### src/rtl/pcu_pkg.sv
package pcu_pkg;

  localparam int DW = 16;

  typedef enum logic [1:0] {TGT_NONE, TGT_RCR, TGT_BCR} tgt_t;

  typedef enum logic [2:0] {
    SQ_IDLE,
    SQ_RD1,
    SQ_RD2,
    SQ_ARM_RCR,
    SQ_ARM_BCR
  } seq_t;

  // pin-path register select code
  function automatic tgt_t pin_target(input logic [1:0] code);
    case (code)
      2'b00:   return TGT_RCR;
      2'b01:   return TGT_BCR;
      default: return TGT_NONE;
    endcase
  endfunction

  // third-cycle selector of the unlock path
  function automatic tgt_t unlock_target(input logic [DW-1:0] d);
    if (d == 16'h0000) return TGT_RCR;
    if (d == 16'h0001) return TGT_BCR;
    return TGT_NONE;
  endfunction

  // software write keeps the protected bit of the old value
  function automatic logic [DW-1:0] guard_merge(input logic [DW-1:0] old_v,
                                                input logic [DW-1:0] new_v,
                                                input int unsigned   bit_idx);
    logic [DW-1:0] m;
    m = '0;
    m[bit_idx] = 1'b1;
    return (new_v & ~m) | (old_v & m);
  endfunction

  function automatic logic [DW-1:0] reg_pick(input tgt_t t,
                                             input logic [DW-1:0] rcr,
                                             input logic [DW-1:0] bcr);
    case (t)
      TGT_RCR: return rcr;
      TGT_BCR: return bcr;
      default: return '0;
    endcase
  endfunction

endpackage

### src/rtl/pcu_bus_sampler.sv
module pcu_bus_sampler #(
  parameter int AW = 22,
  parameter int DW = 16
) (
  input  logic          clk,
  input  logic          rst_n,
  input  logic          cfg_sel,
  input  logic          sync_cyc,
  input  logic          adv_n,
  input  logic          ce_n,
  input  logic          we_n,
  input  logic          oe_n,
  input  logic          lb_n,
  input  logic          ub_n,
  input  logic [AW-DW-1:0] ahi,
  input  logic [DW-1:0] dq_in,
  output logic          addr_ph,
  output logic [AW-1:0] bus_now,
  output logic [AW-1:0] bus_prev,
  output logic          sync_now,
  output logic [AW-1:0] adr_lat,
  output logic          cre_lat,
  output logic          sync_lat,
  output logic [1:0]    lanes_prev,
  output logic          cyc_end,
  output logic          wr_end,
  output logic          first_rise_wr,
  output logic          rd_act,
  output logic          cyc_is_wr
);

  logic p_adv, p_ce, p_we, p_oe, q_adv, q_ce, q_we;
  logic cre_now;
  logic [1:0] lanes_now;
  logic rise_adv, rise_ce, rise_we, fall_ce;
  logic first_done, wr_seen;

  always_ff @(posedge clk or negedge rst_n) begin
    if (!rst_n) begin
      p_adv <= 1'b1; p_ce <= 1'b1; p_we <= 1'b1; p_oe <= 1'b1;
      q_adv <= 1'b1; q_ce <= 1'b1; q_we <= 1'b1;
      bus_now <= '0; bus_prev <= '0;
      cre_now <= 1'b0; sync_now <= 1'b0;
      lanes_now <= 2'b11; lanes_prev <= 2'b11;
    end else begin
      p_adv <= adv_n; p_ce <= ce_n; p_we <= we_n; p_oe <= oe_n;
      q_adv <= p_adv; q_ce <= p_ce; q_we <= p_we;
      bus_now <= {ahi, dq_in};
      bus_prev <= bus_now;
      cre_now <= cfg_sel;
      sync_now <= sync_cyc;
      lanes_now <= {ub_n, lb_n};
      lanes_prev <= lanes_now;
    end
  end

  assign rise_adv = p_adv & ~q_adv;
  assign rise_ce  = p_ce & ~q_ce;
  assign rise_we  = p_we & ~q_we;
  assign fall_ce  = ~p_ce & q_ce;

  assign addr_ph = ~p_ce & ~p_adv;
  assign cyc_end = rise_ce;
  assign rd_act  = ~p_ce & ~p_oe & p_we;
  assign wr_end  = (rise_we & ~q_ce) | (rise_ce & ~q_we);
  assign first_rise_wr = (rise_adv | rise_we | rise_ce) & ~q_ce & ~q_we & ~first_done;
  assign cyc_is_wr = wr_seen | ~q_we;

  always_ff @(posedge clk or negedge rst_n) begin
    if (!rst_n) begin
      adr_lat <= '0;
      cre_lat <= 1'b0;
      sync_lat <= 1'b0;
      first_done <= 1'b0;
      wr_seen <= 1'b0;
    end else begin
      if (addr_ph) begin
        adr_lat <= bus_now;
        cre_lat <= cre_now;
        sync_lat <= sync_now;
      end
      if (fall_ce)
        first_done <= 1'b0;
      else if ((rise_adv | rise_we | rise_ce) & ~q_ce)
        first_done <= 1'b1;
      if (fall_ce)
        wr_seen <= 1'b0;
      else if (~q_we & ~q_ce)
        wr_seen <= 1'b1;
    end
  end


  first_once_chk: assert property (@(posedge clk) disable iff (!rst_n)
    first_rise_wr |=> !first_rise_wr);

endmodule

### src/rtl/pcu_unlock.sv
module pcu_unlock
  import pcu_pkg::*;
#(
  parameter int AW = 22,
  parameter int DW = 16
) (
  input  logic          clk,
  input  logic          rst_n,
  input  logic          addr_ph,
  input  logic [AW-1:0] bus_now,
  input  logic          sync_now,
  input  logic [AW-1:0] adr_lat,
  input  logic          sync_lat,
  input  logic          cyc_end,
  input  logic          cyc_is_wr,
  input  logic          wr_end,
  input  logic [DW-1:0] wdata,
  output logic          sw_hit,
  output tgt_t          sw_tgt,
  output seq_t          seq_st
);

  localparam logic [AW-1:0] TOP_ADDR = {AW{1'b1}};

  seq_t          nxt;
  logic [DW-1:0] sel_d, sel_now;
  logic          armed, at_top;
  tgt_t          arm_tgt;

  assign armed   = (seq_st == SQ_ARM_RCR) || (seq_st == SQ_ARM_BCR);
  assign arm_tgt = (seq_st == SQ_ARM_RCR) ? TGT_RCR :
                   (seq_st == SQ_ARM_BCR) ? TGT_BCR : TGT_NONE;
  assign at_top  = (adr_lat == TOP_ADDR);
  assign sel_now = wr_end ? wdata : sel_d;

  always_comb begin
    nxt = SQ_IDLE;
    if (at_top && !sync_lat) begin
      case (seq_st)
        SQ_IDLE: nxt = cyc_is_wr ? SQ_IDLE : SQ_RD1;
        SQ_RD1:  nxt = cyc_is_wr ? SQ_IDLE : SQ_RD2;
        SQ_RD2: begin
          if (!cyc_is_wr) nxt = SQ_RD2;
          else begin
            case (unlock_target(sel_now))
              TGT_RCR: nxt = SQ_ARM_RCR;
              TGT_BCR: nxt = SQ_ARM_BCR;
              default: nxt = SQ_IDLE;
            endcase
          end
        end
        default: nxt = SQ_IDLE;
      endcase
    end
  end

  always_ff @(posedge clk or negedge rst_n) begin
    if (!rst_n) begin
      seq_st <= SQ_IDLE;
      sel_d  <= '0;
      sw_hit <= 1'b0;
      sw_tgt <= TGT_NONE;
    end else begin
      if (wr_end) sel_d <= wdata;
      if (addr_ph) begin
        sw_hit <= armed && (bus_now == TOP_ADDR) && !sync_now;
        sw_tgt <= arm_tgt;
      end else if (cyc_end) begin
        sw_hit <= 1'b0;
      end
      if (cyc_end) seq_st <= nxt;
    end
  end


  seq_reset_chk: assert property (@(posedge clk) disable iff (!rst_n)
    (cyc_end && !at_top) |=> (seq_st == SQ_IDLE));


  sync_abort_chk: assert property (@(posedge clk) disable iff (!rst_n)
    (cyc_end && sync_lat) |=> (seq_st == SQ_IDLE));

endmodule

### src/rtl/pcu_regs.sv
module pcu_regs
  import pcu_pkg::*;
#(
  parameter logic [15:0] RCR_INIT = 16'h0010,
  parameter logic [15:0] BCR_INIT = 16'h9D1F,
  parameter int unsigned GUARD_BIT = 4
) (
  input  logic        clk,
  input  logic        rst_n,
  input  logic        pin_we,
  input  tgt_t        pin_tgt,
  input  logic [15:0] pin_val,
  input  logic        sw_we,
  input  tgt_t        sw_tgt,
  input  logic [15:0] sw_val,
  output logic [15:0] rcr_q,
  output logic [15:0] bcr_q
);

  always_ff @(posedge clk or negedge rst_n) begin
    if (!rst_n) begin
      rcr_q <= RCR_INIT;
      bcr_q <= BCR_INIT;
    end else if (sw_we) begin
      if (sw_tgt == TGT_RCR) rcr_q <= guard_merge(rcr_q, sw_val, GUARD_BIT);
      if (sw_tgt == TGT_BCR) bcr_q <= sw_val;
    end else if (pin_we) begin
      if (pin_tgt == TGT_RCR) rcr_q <= pin_val;
      if (pin_tgt == TGT_BCR) bcr_q <= pin_val;
    end
  end


  dpd_keep_chk: assert property (@(posedge clk) disable iff (!rst_n)
    (sw_we && sw_tgt == TGT_RCR) |=> (rcr_q[GUARD_BIT] == $past(rcr_q[GUARD_BIT])));


  rsvd_ignore_chk: assert property (@(posedge clk) disable iff (!rst_n)
    (pin_we && !sw_we && pin_tgt == TGT_NONE) |=> ($stable(rcr_q) && $stable(bcr_q)));

endmodule

### src/rtl/psram_cfg_unit.sv
module psram_cfg_unit
  import pcu_pkg::*;
#(
  parameter int          AW       = 22,
  parameter int          SEL_LSB  = 18,
  parameter logic [15:0] RCR_INIT = 16'h0010,
  parameter logic [15:0] BCR_INIT = 16'h9D1F
) (
  input  logic             clk,
  input  logic             rst_n,
  input  logic             cfg_sel,
  input  logic             sync_cyc,
  input  logic             adv_n,
  input  logic             ce_n,
  input  logic             we_n,
  input  logic             oe_n,
  input  logic             lb_n,
  input  logic             ub_n,
  input  logic [AW-17:0]   ahi,
  input  logic [15:0]      dq_in,
  output logic [15:0]      dq_out,
  output logic             dq_oe,
  output logic             arr_rd,
  output logic             arr_wr,
  output logic [AW-1:0]    arr_addr,
  output logic [15:0]      arr_wdata,
  output logic [1:0]       arr_be,
  input  logic [15:0]      arr_rdata
);

  logic          addr_ph, sync_now, cre_lat, sync_lat;
  logic [AW-1:0] bus_now, bus_prev, adr_lat;
  logic [1:0]    lanes_prev;
  logic          cyc_end, wr_end, first_rise_wr, rd_act, cyc_is_wr;
  logic          sw_hit;
  tgt_t          sw_tgt;
  seq_t          seq_st;
  logic [15:0]   rcr_q, bcr_q;
  logic          pin_wr_ev, sw_wr_ev, arr_wr_ev;
  tgt_t          pin_wr_tgt, pin_rd_tgt;

  pcu_bus_sampler #(.AW(AW), .DW(DW)) u_smp (
    .clk(clk), .rst_n(rst_n), .cfg_sel(cfg_sel), .sync_cyc(sync_cyc),
    .adv_n(adv_n), .ce_n(ce_n), .we_n(we_n), .oe_n(oe_n),
    .lb_n(lb_n), .ub_n(ub_n), .ahi(ahi), .dq_in(dq_in),
    .addr_ph(addr_ph), .bus_now(bus_now), .bus_prev(bus_prev),
    .sync_now(sync_now), .adr_lat(adr_lat), .cre_lat(cre_lat),
    .sync_lat(sync_lat), .lanes_prev(lanes_prev), .cyc_end(cyc_end),
    .wr_end(wr_end), .first_rise_wr(first_rise_wr), .rd_act(rd_act),
    .cyc_is_wr(cyc_is_wr)
  );

  pcu_unlock #(.AW(AW), .DW(DW)) u_seq (
    .clk(clk), .rst_n(rst_n), .addr_ph(addr_ph), .bus_now(bus_now),
    .sync_now(sync_now), .adr_lat(adr_lat), .sync_lat(sync_lat),
    .cyc_end(cyc_end), .cyc_is_wr(cyc_is_wr), .wr_end(wr_end),
    .wdata(bus_prev[DW-1:0]), .sw_hit(sw_hit), .sw_tgt(sw_tgt),
    .seq_st(seq_st)
  );

  assign pin_wr_tgt = pin_target(bus_prev[SEL_LSB+1:SEL_LSB]);
  assign pin_rd_tgt = pin_target(adr_lat[SEL_LSB+1:SEL_LSB]);
  assign pin_wr_ev  = first_rise_wr & cre_lat & ~sw_hit;
  assign sw_wr_ev   = wr_end & sw_hit;
  assign arr_wr_ev  = wr_end & ~cre_lat & ~sw_hit;

  pcu_regs #(.RCR_INIT(RCR_INIT), .BCR_INIT(BCR_INIT), .GUARD_BIT(4)) u_regs (
    .clk(clk), .rst_n(rst_n),
    .pin_we(pin_wr_ev), .pin_tgt(pin_wr_tgt), .pin_val(bus_prev[DW-1:0]),
    .sw_we(sw_wr_ev), .sw_tgt(sw_tgt), .sw_val(bus_prev[DW-1:0]),
    .rcr_q(rcr_q), .bcr_q(bcr_q)
  );

  assign arr_addr = adr_lat;
  assign arr_rd   = rd_act & ~cre_lat & ~sw_hit;

  always_ff @(posedge clk or negedge rst_n) begin
    if (!rst_n) begin
      arr_wr    <= 1'b0;
      arr_wdata <= '0;
      arr_be    <= 2'b00;
      dq_out    <= '0;
      dq_oe     <= 1'b0;
    end else begin
      arr_wr <= arr_wr_ev;
      if (arr_wr_ev) begin
        arr_wdata <= bus_prev[DW-1:0];
        arr_be    <= ~lanes_prev;
      end
      dq_oe <= rd_act;
      if (sw_hit)       dq_out <= reg_pick(sw_tgt, rcr_q, bcr_q);
      else if (cre_lat) dq_out <= reg_pick(pin_rd_tgt, rcr_q, bcr_q);
      else              dq_out <= arr_rdata;
    end
  end


  wr_onehot_chk: assert property (@(posedge clk) disable iff (!rst_n)
    $onehot0({arr_wr_ev, sw_wr_ev, pin_wr_ev}));


  arr_quiet_chk: assert property (@(posedge clk) disable iff (!rst_n)
    (sw_wr_ev || pin_wr_ev) |=> !arr_wr);

endmodule

### config.mk
export PLATFORM = sky130hd
export DESIGN_NAME = psram_cfg_unit
export DESIGN_NICKNAME = d
export VERILOG_FILES = /design/src/rtl/pcu_pkg.sv /design/src/rtl/pcu_bus_sampler.sv /design/src/rtl/pcu_unlock.sv /design/src/rtl/pcu_regs.sv /design/src/rtl/psram_cfg_unit.sv
export SDC_FILE = /design/constraint.sdc
export NUM_CORES = 1
export LEC_CHECK = 0
export BUFFER_PORTS_ARGS = -buffer_cell sky130_fd_sc_hd__buf_2
export CAP_MARGIN = 30
export CORE_MARGIN = 4
export CORE_UTILIZATION = 50
export DETAILED_ROUTE_END_ITERATION = 6
export PLACE_DENSITY = 0.82
export SLEW_MARGIN = 40
export SYNTH_ARGS = -nofsm -noshare
export SYNTH_HDL_FRONTEND = slang
export SYNTH_SLANG_ARGS = --single-unit
### constraint.sdc
create_clock -name clk -period 4.9 [get_ports clk]
set_input_delay 0.49 -clock clk [delete_from_list [all_inputs] [get_ports clk]]
set_output_delay 0.49 -clock clk [all_outputs]
set_load 0.1 [all_outputs]
==> run_results.csv <==
group,metric,value,unit
layout,final_common_cell,"nand2_1",
layout,antenna_cells,0,
floorplanning,ios,107,
drt,antenna_left,0,
clock_tree,path_clk_slew,0.06,ns
clock_tree,clock_path_buffers,2,
yosys,synth-async-reset-ratio,100.0,%
clock_tree,cts_sinks,169,
timing,period_share,50.89,%
yosys,synth_largest_area_cell,"dfrtp_1",
layout,final_cell_count_no_fill,861,
global_route,antenna_found_initial,0,
clock_tree,cts_buffers,17,
timing,timing_hold_violations_final,0,
timing,rsz0062_at_grt,"false",
global_route,grt_first_pass_wirelength,24830,microns
layout,mostFrequentLayoutCells,"nand2_1, dfrtp_1, buf_2",
placed_design,gp_congestion,0.8463,
yosys,syn_nets,627,
drt,via_per_inst,5.479,
setup_path,cpPeakStageDelay,0.59,ns
clock_tree,cts_resized,0,
global_route,globalRoute.totalOverflow,0,
global_route,grt_pass1_vias,4924,
setup_path,crit_path_top_delay_cell,"dfstp_2",
timing,fmax,0.4010,GHz
setup_path,worstPathArrival,2.00,ns
clock_tree,postCtsSetupRepairBufs,0,
yosys,yosys-top-cells-area,"dfrtp_1, nand2_1, dfstp_2, mux2_2, mux2_4",
yosys,synth_cell_types,47,
drt,drtIter0Drc,388,
setup_path,cp_num_buf_inv,1,
clock_tree,cts_tree,"built",
floorplanning,dieWidth,123.1,microns
floorplanning,core-area,12770,sq um
yosys,seq_area_frac_synth,64.31,%
layout,nNetsFinal,726,
drt,drc,0,
placed_design,dpl.cell_count,829,
power_and_ir_drop,vdd_drop_max,0.2976,mV
placed_design,dpl.hpwl,10350,microns
setup_path,reg2regPathDepth,4,
placed_design,io_buffers,106,
layout,fillCellCount,991,
run,maxCapViolations,0,
power_and_ir_drop,power_density,504.7,nW/um^2
yosys,synth-seq-cells,169,
clock_tree,h-tree-depth,4,
drt,first_pass_iters,5,
drt,wl_per_cell,17.76,microns
setup_path,cp_top_family,"flip-flops",
yosys,syn_area_per_cell,11.47,sq um
drt,totalWireLength,15290,microns
timing,relSlewSlack,46.56,%
timing,fin_tns_setup,0,ns
yosys,synth_area,6619,sq um
yosys,synth_top_area_share,55.58,%
setup_path,cp.depth,3,
floorplanning,die_area,15140,sq um
timing,setup-violations-final,0,
floorplanning,die_y,123.1,microns
setup_path,criticalPathCategory,"register to primary output",
clock_tree,root_buffer,"clkbuf_16",
yosys,synth-main-ff-cell,"dfrtp_1",
setup_path,end_kind,"primary output",
layout,synthToLayoutAreaGrowth,19.07,%
global_route,grt_use_total,21.49,%
yosys,syn_inst,577,
layout,drive_gt1_share,32.37,%
timing,period_needed,2.494,ns
clock_tree,clock_latency,0.43,ns
timing,worst_slew_pin_slew,0.8016,ns
floorplanning,initial_core_util,51.82,%
global_route,grt_max_degree,96,
hold_path,min_path_type,"primary input to asynchronous set/reset pin",
floorplanning,std_cell_rows,41,
power_and_ir_drop,p_leak,3.825,nW
timing,slew_viol_final,0,
timing,finClkSkew,0.01072,ns
setup_path,critical_path_required,4.41,ns
yosys,synth-edff-count,0,
setup_path,path_cells,"nor3b_1 -> nor3b_1 -> buf_2",
run_status,status,"finished, final reports clean",
drt,vias,4717,
setup_path,path_common_cell,"nor3b_1",
setup_path,critPathMaxFanout,5,
clock_tree,postCtsHoldBufs,0,
yosys,ys_warn_count,0,
setup_path,critPathLaunchType,"register",
cells in the mapped netlist, types with 3 or more instances:
cell type	instances
nand2_1	178
dfrtp_1	147
mux2_2	38
dfstp_2	22
a21oi_1	19
clkbuf_1	19
nor2b_1	17
a22oi_1	16
o22ai_1	16
mux2_4	10
nor4_1	10
nand4_1	9
nor2_1	8
inv_1	6
nand2b_1	5
nand3_1	5
o21ai_0	5
nor3_1	4
buf_2	3
nor3b_1	3
layout make-up:
class | count | area, sq um | area share [%]
clock buffers | 20 | 466.7 | 5.922
well taps | 172 | 215.2 | 2.731
inverters | 8 | 30.03 | 0.3810
flip-flops and latches | 169 | 4258 | 54.02
repair buffers | 109 | 561.8 | 7.128
clock inverters | 12 | 165.2 | 2.096
multi-input cells | 371 | 2185 | 27.72
state kept, by name, indices dropped and copies added (netlist names), 2 cells and up:
| register | cells |
|---|---|
| u_smp.bus_prev | 18 |
| dq_out | 16 |
| arr_be | 2 |
| u_seq.seq_st | 3 |
| u_regs.bcr_q | 16 |
| u_seq.sel_d | 16 |
| arr_wdata | 16 |
| u_smp.bus_now | 22 |
| u_regs.rcr_q | 16 |
| u_seq.sw_tgt | 2 |
| u_smp.lanes_now | 2 |
| u_smp.adr_lat | 22 |
| u_smp.lanes_prev | 2 |
power by group:
part,internal [mW],total [mW],switching (mW)
combinational,0.184,0.870,0.686
sequential,1.57,1.71,0.139
clock,0.849,1.40,0.546
total,2.61,3.98,1.37
worst reg2reg max path: stages, from the launching register on:
cell     delay (ns)
dfrtp_1        0.81
nor3b_1        0.31
nand3_2        0.13
o21ai_2        0.63
mux2_2         0.42
final timing paths:
| path | startpoint | to | slack [ns] |
|---|---|---|---|
| worst max-delay path | u_smp.p_we$_DFF_PN1_ | arr_rd | 2.41 |
| worst min-delay path | rst_n | dq_out[7]$_DFF_PN0_ | 0.11 |
| worst max register to register | u_smp.cre_lat$_DFFE_PN0P_ | u_regs.rcr_q[14]$_DFFE_PN0P_ | 2.49 |
| worst min register to register | u_smp.lanes_now[0]$_DFF_PN1_ | u_smp.lanes_prev[0]$_DFF_PN1_ | 0.35 |
| max in group asynchronous | rst_n | u_smp.adr_lat[18]$_DFFE_PN0P_ | 3.79 |
| min in group clk | adv_n | u_smp.p_adv$_DFF_PN1_ | 0.16 |
cell families (layout without fill, tap and decap cells):
family	count (synthesis)	after routing	synth area share, %
fa+ha+maj	2	2	0.3780
mux	49	49	8.885
compound gates	68	68	6.749
flops	169	169	64.31
buf+inv	37	149	2.741
simple gates	252	252	16.94
per-stage QoR:
step | util, % | power [mW] | hold WS [ns] | setup slack (ns) | instance area, sq um
3_3_place_gp | 56.70 | 2.571 | 0.3459 | 2.611 | 7242
5_1_grt | 61.70 | 4.119 | 0.1450 | 2.313 | 7881
2_1_floorplan | - | 2.394 | 0.1944 | 1.423 | 6619
4_1_cts | 61.66 | 3.995 | 0.1466 | 2.367 | 7876
6_report | 61.70 | 3.978 | 0.1077 | 2.406 | 7881
3_5_place_dp | 56.71 | 2.598 | 0.3468 | 2.521 | 7244
layer usage:
layer / routed length, microns / vias to the layer above / GRT usage [%]
li1: - / 2151 / -
met1: 6280 / 2309 / 27.91
met2: 7424 / 219 / 33.93
met3: 1232 / 38 / 6.084
met4: 350 / 0 / 9.550
met5: 0 / - / 0
(Power assumes the default switching activity.)
